**config.mk**
```make
export PLATFORM = sky130hd
export DESIGN_NAME = msadc_seq
export DESIGN_NICKNAME = d
export VERILOG_FILES = /design/src/rtl/msadc_pkg.sv /design/src/rtl/msadc_tick_gen.sv /design/src/rtl/msadc_updown.sv /design/src/rtl/msadc_seq.sv
export SDC_FILE = /design/constraint.sdc
export NUM_CORES = 1
export LEC_CHECK = 0
export CELL_PAD_IN_SITES_DETAIL_PLACEMENT = 1
export CELL_PAD_IN_SITES_GLOBAL_PLACEMENT = 2
export CORE_UTILIZATION = 37
export DETAILED_ROUTE_END_ITERATION = 6
export GPL_ROUTABILITY_DRIVEN = 0
export PLACE_DENSITY = 0.95
export SLEW_MARGIN = 25
export SYNTH_ARGS = -nofsm -noshare
export SYNTH_HDL_FRONTEND = slang
export SYNTH_SLANG_ARGS = --single-unit
```
**constraint.sdc**
```tcl
create_clock -name clk -period 3.95 [get_ports clk]
set_input_delay 0.79 -clock clk [delete_from_list [all_inputs] [get_ports clk]]
set_output_delay 0.79 -clock clk [all_outputs]
set_load 0.1 [all_outputs]
```
**src/rtl/msadc_pkg.sv**
```systemverilog
package msadc_pkg;

    localparam int COARSE_W   = 9;
    localparam int FINE_W     = 6;
    localparam int MAG_W      = COARSE_W + FINE_W;
    localparam int FINE_LIMIT = 1 << FINE_W;

    typedef enum logic [2:0] {
        PH_IDLE,
        PH_ZERO,
        PH_SIGNAL,
        PH_SIGN,
        PH_COARSE,
        PH_FINE
    } phase_e;

    typedef struct packed {
        logic zero;
        logic signal;
        logic coarse;
        logic fine;
        logic dir;
    } sw_t;

    typedef struct packed {
        logic [MAG_W-1:0] mag;
        logic             neg;
        logic             ovr;
    } result_t;

    // Switch routing for the current phase; deintegration selects are
    // already gated by the comparator decision.
    function automatic sw_t route(phase_e ph, logic c_go, logic f_go, logic pos);
        sw_t s;
        s.zero   = (ph == PH_ZERO);
        s.signal = (ph == PH_SIGNAL);
        s.coarse = c_go;
        s.fine   = f_go;
        if (ph == PH_COARSE)    s.dir = ~pos;
        else if (ph == PH_FINE) s.dir = pos;
        else                    s.dir = 1'b0;
        return s;
    endfunction

    // Chained count to result magnitude; a set carry means no fine step
    // pulled the value back below full scale.
    function automatic logic [MAG_W-1:0] assemble(logic carry,
                                                  logic [COARSE_W-1:0] c,
                                                  logic [FINE_W-1:0] f);
        return carry ? {MAG_W{1'b1}} : {c, f};
    endfunction

endpackage

```
**src/rtl/msadc_tick_gen.sv**
```systemverilog
module msadc_tick_gen #(
    parameter int DIV = 4
) (
    input  logic clk,
    input  logic rst,
    output logic tick
);
    localparam int DW = (DIV > 2) ? $clog2(DIV) : 1;

    logic [DW-1:0] div_q;

    assign tick = (div_q == DW'(DIV - 1));

    always_ff @(posedge clk) begin
        if (rst)       div_q <= '0;
        else if (tick) div_q <= '0;
        else           div_q <= div_q + 1'b1;
    end
endmodule

```
**src/rtl/msadc_updown.sv**
```systemverilog
module msadc_updown #(
    parameter int W = 6
) (
    input  logic         clk,
    input  logic         rst,
    input  logic         clr,
    input  logic         en,
    input  logic         dn,
    output logic [W-1:0] q,
    output logic         wrap
);
    // wrap flags that the next enabled step crosses the end of the range
    assign wrap = dn ? (q == '0) : (q == {W{1'b1}});

    always_ff @(posedge clk) begin
        if (rst || clr) q <= '0;
        else if (en)    q <= dn ? q - 1'b1 : q + 1'b1;
    end
endmodule

```
**src/rtl/msadc_seq.sv**
```systemverilog
module msadc_seq
    import msadc_pkg::*;
#(
    parameter int AZ_TICKS  = 512,
    parameter int INT_TICKS = 256,
    parameter int CLK_DIV   = 4
) (
    input  logic             clk,
    input  logic             rst,
    input  logic             conv_start,
    input  logic             cont_mode,
    input  logic             cmp_in,
    output logic             tick,
    output logic             sw_zero,
    output logic             sw_signal,
    output logic             sw_ref_coarse,
    output logic             sw_ref_fine,
    output logic             ref_dir,
    output logic             busy,
    output logic             done,
    output logic [MAG_W-1:0] magnitude,
    output logic             negative,
    output logic             overrange
);
    localparam int PH_MAX = (AZ_TICKS > INT_TICKS) ? AZ_TICKS : INT_TICKS;
    localparam int PCW    = $clog2(PH_MAX + 1);
    localparam int FSW    = FINE_W + 1;

    phase_e              ph, ph_nx;
    logic [PCW-1:0]      pcnt;
    logic                pend, pos, carry;
    logic [FSW-1:0]      fsteps;
    logic [COARSE_W-1:0] cq;
    logic [FINE_W-1:0]   fq;
    logic                c_wrap, f_wrap;
    logic                c_en, c_dn;
    logic                same_side, fine_lim;
    logic                c_go, f_go, c_step, f_step;
    logic                ovr_hit, fine_end, finish, conv_begin;
    sw_t                 sw;
    result_t             res;

    msadc_tick_gen #(.DIV(CLK_DIV)) u_tick (
        .clk  (clk),
        .rst  (rst),
        .tick (tick)
    );

    // comparator still on the side recorded at the sign tick
    assign same_side = (cmp_in == pos);
    assign fine_lim  = (fsteps == FSW'(FINE_LIMIT));
    assign c_go      = (ph == PH_COARSE) && same_side && !carry;
    assign f_go      = (ph == PH_FINE) && !same_side && !fine_lim;
    assign c_step    = tick && c_go;
    assign f_step    = tick && f_go;
    assign ovr_hit   = tick && (ph == PH_COARSE) && same_side && carry;
    assign fine_end  = tick && (ph == PH_FINE) && !f_go;
    assign finish    = ovr_hit || fine_end;
    assign conv_begin = (ph_nx == PH_ZERO) && (ph != PH_ZERO);

    // fine counter subtracts one unit per step, borrowing from coarse
    assign c_en = c_step || (f_step && f_wrap);
    assign c_dn = (ph == PH_FINE);

    msadc_updown #(.W(FINE_W)) u_fine (
        .clk  (clk),
        .rst  (rst),
        .clr  (conv_begin),
        .en   (f_step),
        .dn   (1'b1),
        .q    (fq),
        .wrap (f_wrap)
    );

    msadc_updown #(.W(COARSE_W)) u_coarse (
        .clk  (clk),
        .rst  (rst),
        .clr  (conv_begin),
        .en   (c_en),
        .dn   (c_dn),
        .q    (cq),
        .wrap (c_wrap)
    );

    always_comb begin
        ph_nx = ph;
        unique case (ph)
            PH_IDLE:   if (tick && (pend || cont_mode)) ph_nx = PH_ZERO;
            PH_ZERO:   if (tick && pcnt == PCW'(AZ_TICKS - 1)) ph_nx = PH_SIGNAL;
            PH_SIGNAL: if (tick && pcnt == PCW'(INT_TICKS - 1)) ph_nx = PH_SIGN;
            PH_SIGN:   if (tick) ph_nx = PH_COARSE;
            PH_COARSE: begin
                if (tick && !same_side) ph_nx = PH_FINE;
                else if (ovr_hit)       ph_nx = cont_mode ? PH_ZERO : PH_IDLE;
            end
            PH_FINE:   if (fine_end) ph_nx = cont_mode ? PH_ZERO : PH_IDLE;
            default:   ph_nx = PH_IDLE;
        endcase
    end

    always_ff @(posedge clk) begin
        if (rst) begin
            ph     <= PH_IDLE;
            pcnt   <= '0;
            pend   <= 1'b0;
            pos    <= 1'b0;
            carry  <= 1'b0;
            fsteps <= '0;
        end else begin
            ph   <= ph_nx;
            pend <= (ph == PH_IDLE) && (ph_nx != PH_ZERO) && (pend || conv_start);
            if (ph_nx != ph) pcnt <= '0;
            else if (tick && (ph == PH_ZERO || ph == PH_SIGNAL)) pcnt <= pcnt + 1'b1;
            if (tick && ph == PH_SIGN) pos <= cmp_in;
            if (conv_begin) fsteps <= '0;
            else if (f_step) fsteps <= fsteps + 1'b1;
            if (conv_begin) carry <= 1'b0;
            else if (c_step && c_wrap) carry <= 1'b1;
            else if (f_step && f_wrap && c_wrap) carry <= 1'b0;
        end
    end

    always_ff @(posedge clk) begin
        if (rst) begin
            res  <= '0;
            done <= 1'b0;
        end else begin
            done <= finish;
            if (finish) begin
                res.mag <= ovr_hit ? {MAG_W{1'b1}} : assemble(carry, cq, fq);
                res.neg <= ~pos;
                res.ovr <= ovr_hit;
            end
        end
    end

    assign sw            = route(ph, c_go, f_go, pos);
    assign sw_zero       = sw.zero;
    assign sw_signal     = sw.signal;
    assign sw_ref_coarse = sw.coarse;
    assign sw_ref_fine   = sw.fine;
    assign ref_dir       = sw.dir;
    assign busy          = (ph == PH_COARSE) || (ph == PH_FINE);
    assign magnitude     = res.mag;
    assign negative      = res.neg;
    assign overrange     = res.ovr;

endmodule

```
* Yosys cells after proc, flatten, opt, wreduce, memory -nomap -nowiden *
Index checks and enable logic that the tools add are counted.

storage, ports and cells
  output and inout port bits = 25
  input port bits = 5
  flip-flop bits (word level) = 58

cells by class
  bitwise logic cells = 1
  add/sub/neg operators = 6
  reductions and logical operators = 41
  multiplexer cells = 17
  equal/unequal tests = 15

operators with widths
  operator                                              number
  two-way mux 15 bit                                    2
  logical AND 1 bit                                     23
  two-way mux 3 bit                                     7
  case mux 3 bit (6 select lines)                       1
  adder 10 x 1 -> 10 bit, second input constant         1
  equality test 10 x 8 -> 1 bit, second input constant  1
  equality test 10 x 9 -> 1 bit, second input constant  1
  adder 9 x 1 -> 9 bit, second input constant           1
  equality test 9 bit, second input constant            1
  zero test 9 bit                                       1
  two-way mux 9 bit                                     1
  subtractor 9 x 1 -> 9 bit, second input constant      1
  adder 7 x 1 -> 7 bit, second input constant           1
  equality test 7 bit, second input constant            1
  logical OR 1 bit                                      7
  equality test 3 x 1 -> 1 bit, second input constant   2
  equality test 3 x 2 -> 1 bit, second input constant   2
  equality test 3 bit, second input constant            2
  zero test 6 bit                                       1
  two-way mux 1 bit                                     6
  != test 3 x 1 -> 1 bit, second input constant         2
  OR reduction 2 bit                                    3
  subtractor 6 x 1 -> 6 bit, second input constant      1
  zero test 1 bit                                       4
  other kinds (7)                                       7

* Logic depth before layout (Yosys ltp) *
  word-level depth = 11
  mapped depth = 10
  gate-level depth less buffers = 9

* Cells and area by module *
A second synthesis with hierarchy kept.

unflattened totals
  cells, all modules = 366
  area, all modules = 3,337.0 um^2

modules (own cells, without submodules)
  module                    times used  area each (um^2)  cells an instance
  msadc_seq                 1           2,070.7           222
  msadc_updown at u_coarse  1           716.9             85
  msadc_updown at u_fine    1           474.2             54
  msadc_tick_gen            1           75.1              5

* Worst setup path before layout *
No wires, ideal clock.

  kind = register to register
  start point = reg ph[2]
  end point = reg u_coarse.q[8]
  arrival time = 3,771 ps
  stages on the path, launching flop included = 8
  buffers on the path = 1
  slack = 109 ps
  cell sequence = dfxtp_1 > buf_2 > nor2b_1 > and3_1 > a32o_1 > nand2_1 > or4_1 > a21oi_1

between the ends
  elaborated cells between the ends (all ways) = 33

RTL lines
  what                            line                RTL
  from (decl)                     msadc_seq.sv:29     phase_e ph, ph_nx;
  from (signal assigned)          msadc_seq.sv:110    ph <= ph_nx;
  equality test 3 bit             msadc_seq.sv:52     assign c_go = (ph == PH_COARSE) && same_side && !carry;
  logical AND 1 bit (2 in a row)  msadc_seq.sv:52
  via sw_ref_coarse               msadc_seq.sv:16     output logic sw_ref_coarse,
  logical AND 1 bit               msadc_seq.sv:54     assign c_step = tick && c_go;
  logical OR 1 bit                msadc_seq.sv:62     assign c_en = c_step || (f_step && f_wrap);
  to (signal assigned)            msadc_updown.sv:17  else if (en) q <= dn ? q - 1'b1 : q + 1'b1;
  to (decl)                       msadc_updown.sv:9   output logic [W-1:0] q,

The timed path passes the listed nets, and every way through them passes these cells.
A chain may end at the register's enable or synchronous reset.

* Worst setup path after layout *
  start point = reg ph[0]
  end point = reg u_coarse.q[8]

between the ends
  longest elaborated chain between the ends = 10
  elaborated cells between the ends (all ways) = 33

RTL lines
  what                                                           line                              RTL
  equality test 3 bit, on equally long branches                  --
  logical AND 1 bit, on equally long branches (2 in a row)       msadc_seq.sv:56, msadc_seq.sv:53
  logical AND 1 bit / zero test 1 bit (equally long branches)    msadc_seq.sv:56, msadc_seq.sv:57
  two-way mux 3 bit / logical AND 1 bit (equally long branches)  msadc_seq.sv:94, msadc_seq.sv:57
  two-way mux 3 bit, on equally long branches                    msadc_seq.sv:93, msadc_seq.sv:96
  case mux 3 bit (6 select lines)                                msadc_seq.sv:87                   unique case (ph)
  equality test 3 x 1 -> 1 bit                                   msadc_seq.sv:59                   assign conv_begin = (ph_nx == PH_ZERO) && (ph != PH_ZERO);
  logical AND 1 bit                                              msadc_seq.sv:59
  logical OR 1 bit                                               msadc_updown.sv:16                if (rst || clr) q <= '0;

Several ways; a longest one is shown, not always the timed one.

==> out/metrics.sh <==
OUTCOME='finished, final reports clean'
RR_ENDPOINT='u_coarse.q[8]'
IO_BUFFER_COUNT=29
CTS_SINKS=58
CTS-RESIZED-GATES=0
FIN_CRIT_SH_PCT=81.4
SYNTH_AREA_PER_CELL_SQ_UM=8.32
FF2FF_PATH_DEPTH=9
PERIOD_MINUS_SLACK_PS=3220
STANDARD_CELL_WITH_THE_MAXIMUM_STAGE_DELAY_ON_THE_CRITICAL_PATH='sky130_fd_sc_hd__dfxtp_1'
SYN_INST=365
DETAILEDROUTE.FIRSTPASSITERATIONCOUNT=4
CRITICAL_PATH_CELL_COUNT=9
TIMING_WORST_SETUP_PATH_TYPE='register to register'
CTS.REPAIR_TIMING.SETUP_BUFFER_COUNT=0
YOSYS_WARNINGS=0
LARGEST_NET_DEGREE_AT_THE_START_OF_GLOBAL_ROUTING=34
YS_ASYNC_SR_FRACTION_PCT=0
SETUP_REPAIR_AFTER_GLOBAL_ROUTING_MISSED_ITS_MARGIN='false'
FINALNETCOUNT=408
AREAGROWTHSYNTHTOFINISH_PCT=17.9
DIE_AREA_SQ_MM=0.00857
FINALPOWER_mW=1.25
SYNTH.TOP_CELLS.BY_AREA='sky130_fd_sc_hd__dfxtp_1 (38%), sky130_fd_sc_hd__nor2_1 (8.8%), sky130_fd_sc_hd__ha_1 (4.9%), sky130_fd_sc_hd__a211oi_1 (4.7%), sky130_fd_sc_hd__xnor2_1 (3.8%)'
GRT_USE_TOTAL_PCT=19.2
VIAS_IN_THE_FIRST_GLOBAL_ROUTE=2678
CRITICAL_PATH.ENDPOINT='u_coarse.q[8]'
ITER_0_DRT_VIOLATIONS=118
TIMING_MAX_TRANSITION_VIOLATIONS_FINAL=0
NETLIST-CELL-TYPE-COUNT=55
BUFFERS_AND_INVERTERS_ON_THE_WORST_PATH=1
POWER.DENSITY_mW_PER_MM2=351
YS_DOMINANT_REG_CELL='sky130_fd_sc_hd__dfxtp_1'
INITIAL_UTILIZATION_PCT=38.7
FMAXACHIEVABLE_MHz=311
GRT_ANTENNA_BEFORE_REPAIR=0
SYNTH_EDF_COUNT=0
TIMING.SLEW.HEADROOM_PCT=34.9
TIGHTESTPINTRANSITION_PS=973
HTREE_LEVELS=3
ROOT_BUFFER='sky130_fd_sc_hd__clkbuf_8'
TIMING.FINAL.SETUP_VIOLATIONS=0
DESIGN.PORTCOUNT=30
WORST_PATH_LARGEST_CELL_DELAY_PS=580
TNS_PS=0
STATIC-LEAKAGE-POWER_nW=1.25
SHARE_OF_CELLS_ABOVE_DRIVE_STRENGTH_1_PCT=9.14
CRITPATHMAXFANOUT=15
FINAL_CELLS=496
MOST_FREQUENTLY_USED_CELL_TYPE_IN_THE_POST_SYNTHESIS_NETLIST='sky130_fd_sc_hd__nor2_1'
GLOBAL_ROUTE_OVERFLOW=0
COUNT_OF_FILL_CELLS_ADDED_DURING_FILLER_INSERTION=958
CRITPATHMOSTFREQUENTCELL='sky130_fd_sc_hd__a21oi_1'
SYNTH.CELL_AREA_SQ_MM=0.00304
R2R_SETUP_SLACK_PS=730
ANT_NETS=0
ROUTED_WIRELENGTH_MICRONS=7370
PLACEMENT_ROWS=32
DPL-INSTANCE-AREA_SQ_MM=0.00339
CRITICAL_PATH.TOP_DELAY_FAMILY='simple AND/OR/NAND/NOR gates'
CRIT_PATH_START_KIND='register'
SYN-NUM-NETS=383
MAX-VDD-IR-DROP_mV=0.310
NUMBER_OF_REGISTER_BITS_INFERRED_BY_SYNTHESIS=58
FINAL_AREA_SQ_MM=0.00358
WIRE_LENGTH_OF_THE_FIRST_GLOBAL_ROUTING_PASS_MICRONS=12800
REG_TO_REG_CRITICAL_PATH_STARTPOINT='ph[0]'
MIN_PATH_TYPE='register to register'
FINAL_HOLD_VIOL_COUNT=0
CLOCKBUFFERDEPTH=2
LIST_OF_CELLS_TRAVERSED_BY_THE_CRITICAL_PATH='nand3b_1, inv_2, ha_1, nor2b_1, o31ai_1, a21oi_1, and3_1, or4_1, a21oi_1'
FIN_WORST_SKEW_PS=12.0
REMAINING_ROUTING_DRC_VIOLATIONS=0
CP_DATA_REQUIRED_TIME_PS=4210
ENDPOINT_KIND='register'
DIEHEIGHT_MICRONS=92.6
CLOCK_INSERTION_DELAY_WORST_SKEW_PS=340
VIAS=2643
ROUTE.DETAILED.VIAS_PER_INST=5.33
WORST_SETUP_HOLD_PATH_CLK_SLEW_PS=70
ANTENNA-DIODE-COUNT=0
WORST_SETUP_PATH_STARTPOINT='ph[0]'
CORE_REGION_AREA_SQ_MM=0.00785
NUMPLACEDINSTANCES=481
NUMCTSBUFFERS=9
DETAIL_ROUTE.WL_PER_CELL_MICRONS=14.9
MAX-CAP-VIOLATIONS=0
SYNTH_LARGEST_TYPE_AREA_FRACTION_PCT=38.3
HOLD_BUFFERS=0
CHIPWIDTH_MICRONS=92.6
SYNTH-SEQ-AREA-SHARE_PCT=38.3
WORST_EP_ARRIVAL_TIME_PS=3480
SYNTH_TOP_CELLS_BY_COUNT='sky130_fd_sc_hd__nor2_1 (71), sky130_fd_sc_hd__dfxtp_1 (58), sky130_fd_sc_hd__nand2_1 (22)'
DPL.HPWL_MICRONS=5220
YOSYS.AREA.TOP_TYPE='sky130_fd_sc_hd__dfxtp_1'
CTS_TREE='done'
-- report_power, final --
group          internal (mW)  total (mW)  switching, mW
sequential             0.591       0.599        0.00825
clock                  0.302       0.539          0.236
combinational         0.0317       0.117         0.0850
-- through the flow --
step	worst slack (ps)	hold slack [ps]	util, %
6_report	734	432	45.6
5_1_grt	512	449	45.6
4_1_cts	757	441	45.6
3_5_place_dp	782	432	43.1
3_3_place_gp	789	415	43.1
2_1_floorplan	109	408	-
-- how the worst min path moves through the flow --
stage                     from              end  slack, ps  depth (start not counted)
2_1_floorplan  u_tick.div_q[0]  u_tick.div_q[0]        410                          1
3_3_place_gp   u_tick.div_q[0]  u_tick.div_q[0]        420                          1
3_5_place_dp   u_tick.div_q[0]  u_tick.div_q[0]        430                          1
4_1_cts        u_tick.div_q[0]  u_tick.div_q[0]        440                          1
5_1_grt        u_tick.div_q[0]  u_tick.div_q[0]        450                          1
6_report       u_tick.div_q[0]  u_tick.div_q[0]        430                          1
-- layout by cell type (no fill, tap or decap), types with 3 or more instances in the layout --
| master | netlist | routed |
|---|---|---|
| sky130_fd_sc_hd__nand2_1 | 22 | 22 |
| sky130_fd_sc_hd__buf_4 | 2 | 10 |
| sky130_fd_sc_hd__clkbuf_8 | 0 | 10 |
| sky130_fd_sc_hd__nor2_1 | 71 | 71 |
| sky130_fd_sc_hd__nor2b_1 | 8 | 8 |
| sky130_fd_sc_hd__dfxtp_1 | 58 | 58 |
| sky130_fd_sc_hd__nand3_1 | 6 | 6 |
| sky130_fd_sc_hd__a31oi_1 | 3 | 3 |
| sky130_fd_sc_hd__and3_1 | 5 | 5 |
| sky130_fd_sc_hd__clkdlybuf4s50_1 | 0 | 22 |
| sky130_fd_sc_hd__a21oi_1 | 15 | 15 |
| sky130_fd_sc_hd__xor2_1 | 13 | 13 |
| sky130_fd_sc_hd__o31ai_1 | 3 | 3 |
| sky130_fd_sc_hd__a211oi_1 | 19 | 19 |
| sky130_fd_sc_hd__ha_1 | 12 | 12 |
| sky130_fd_sc_hd__inv_1 | 10 | 10 |
| sky130_fd_sc_hd__o21ai_0 | 8 | 8 |
| sky130_fd_sc_hd__xnor2_1 | 13 | 13 |
| sky130_fd_sc_hd__mux2i_1 | 6 | 6 |
| sky130_fd_sc_hd__nor3_1 | 19 | 19 |
| sky130_fd_sc_hd__nand4_1 | 11 | 11 |
-- state kept, by name (all words and copies together) (netlist names) --
register	flops
magnitude	15
pcnt	10
u_coarse.q	9
fsteps	7
u_fine.q	6
ph	3
u_tick.div_q	2
carry	1
done	1
negative	1
overrange	1
pend	1
pos	1
-- per-layer routing --
metal	track usage [%]	wire, microns
met5	0	0
met4	8.59	76
met3	5.91	291
met2	30.6	3440
met1	23.6	3570
-- layout make-up --
class	instances	area (sq um)	share of cell area (%)
Clock inverter	5	55.1	1.54
Tap cell	102	128	3.57
Clock buffer	10	138	3.85
Timing Repair Buffer	33	315	8.81
Inverter	11	41.3	1.15
Sequential cell	58	1160	32.4
Multi-Input combinational cell	277	1740	48.6
-- kinds of logic (layout without fill, tap and decap cells) --
family | after synthesis | count (layout) | synth area share (%)
AOI/OAI and AO/OA | 68 | 68 | 15.8
muxes | 6 | 6 | 1.98
buffers and inverters | 30 | 59 | 4.45
and+or+nand+nor | 163 | 163 | 25.9
xor gates and xnor gates | 27 | 27 | 8.04
adders and majority gates | 13 | 13 | 5.61
DFF | 58 | 58 | 38.3
(Power assumes the default switching activity.)
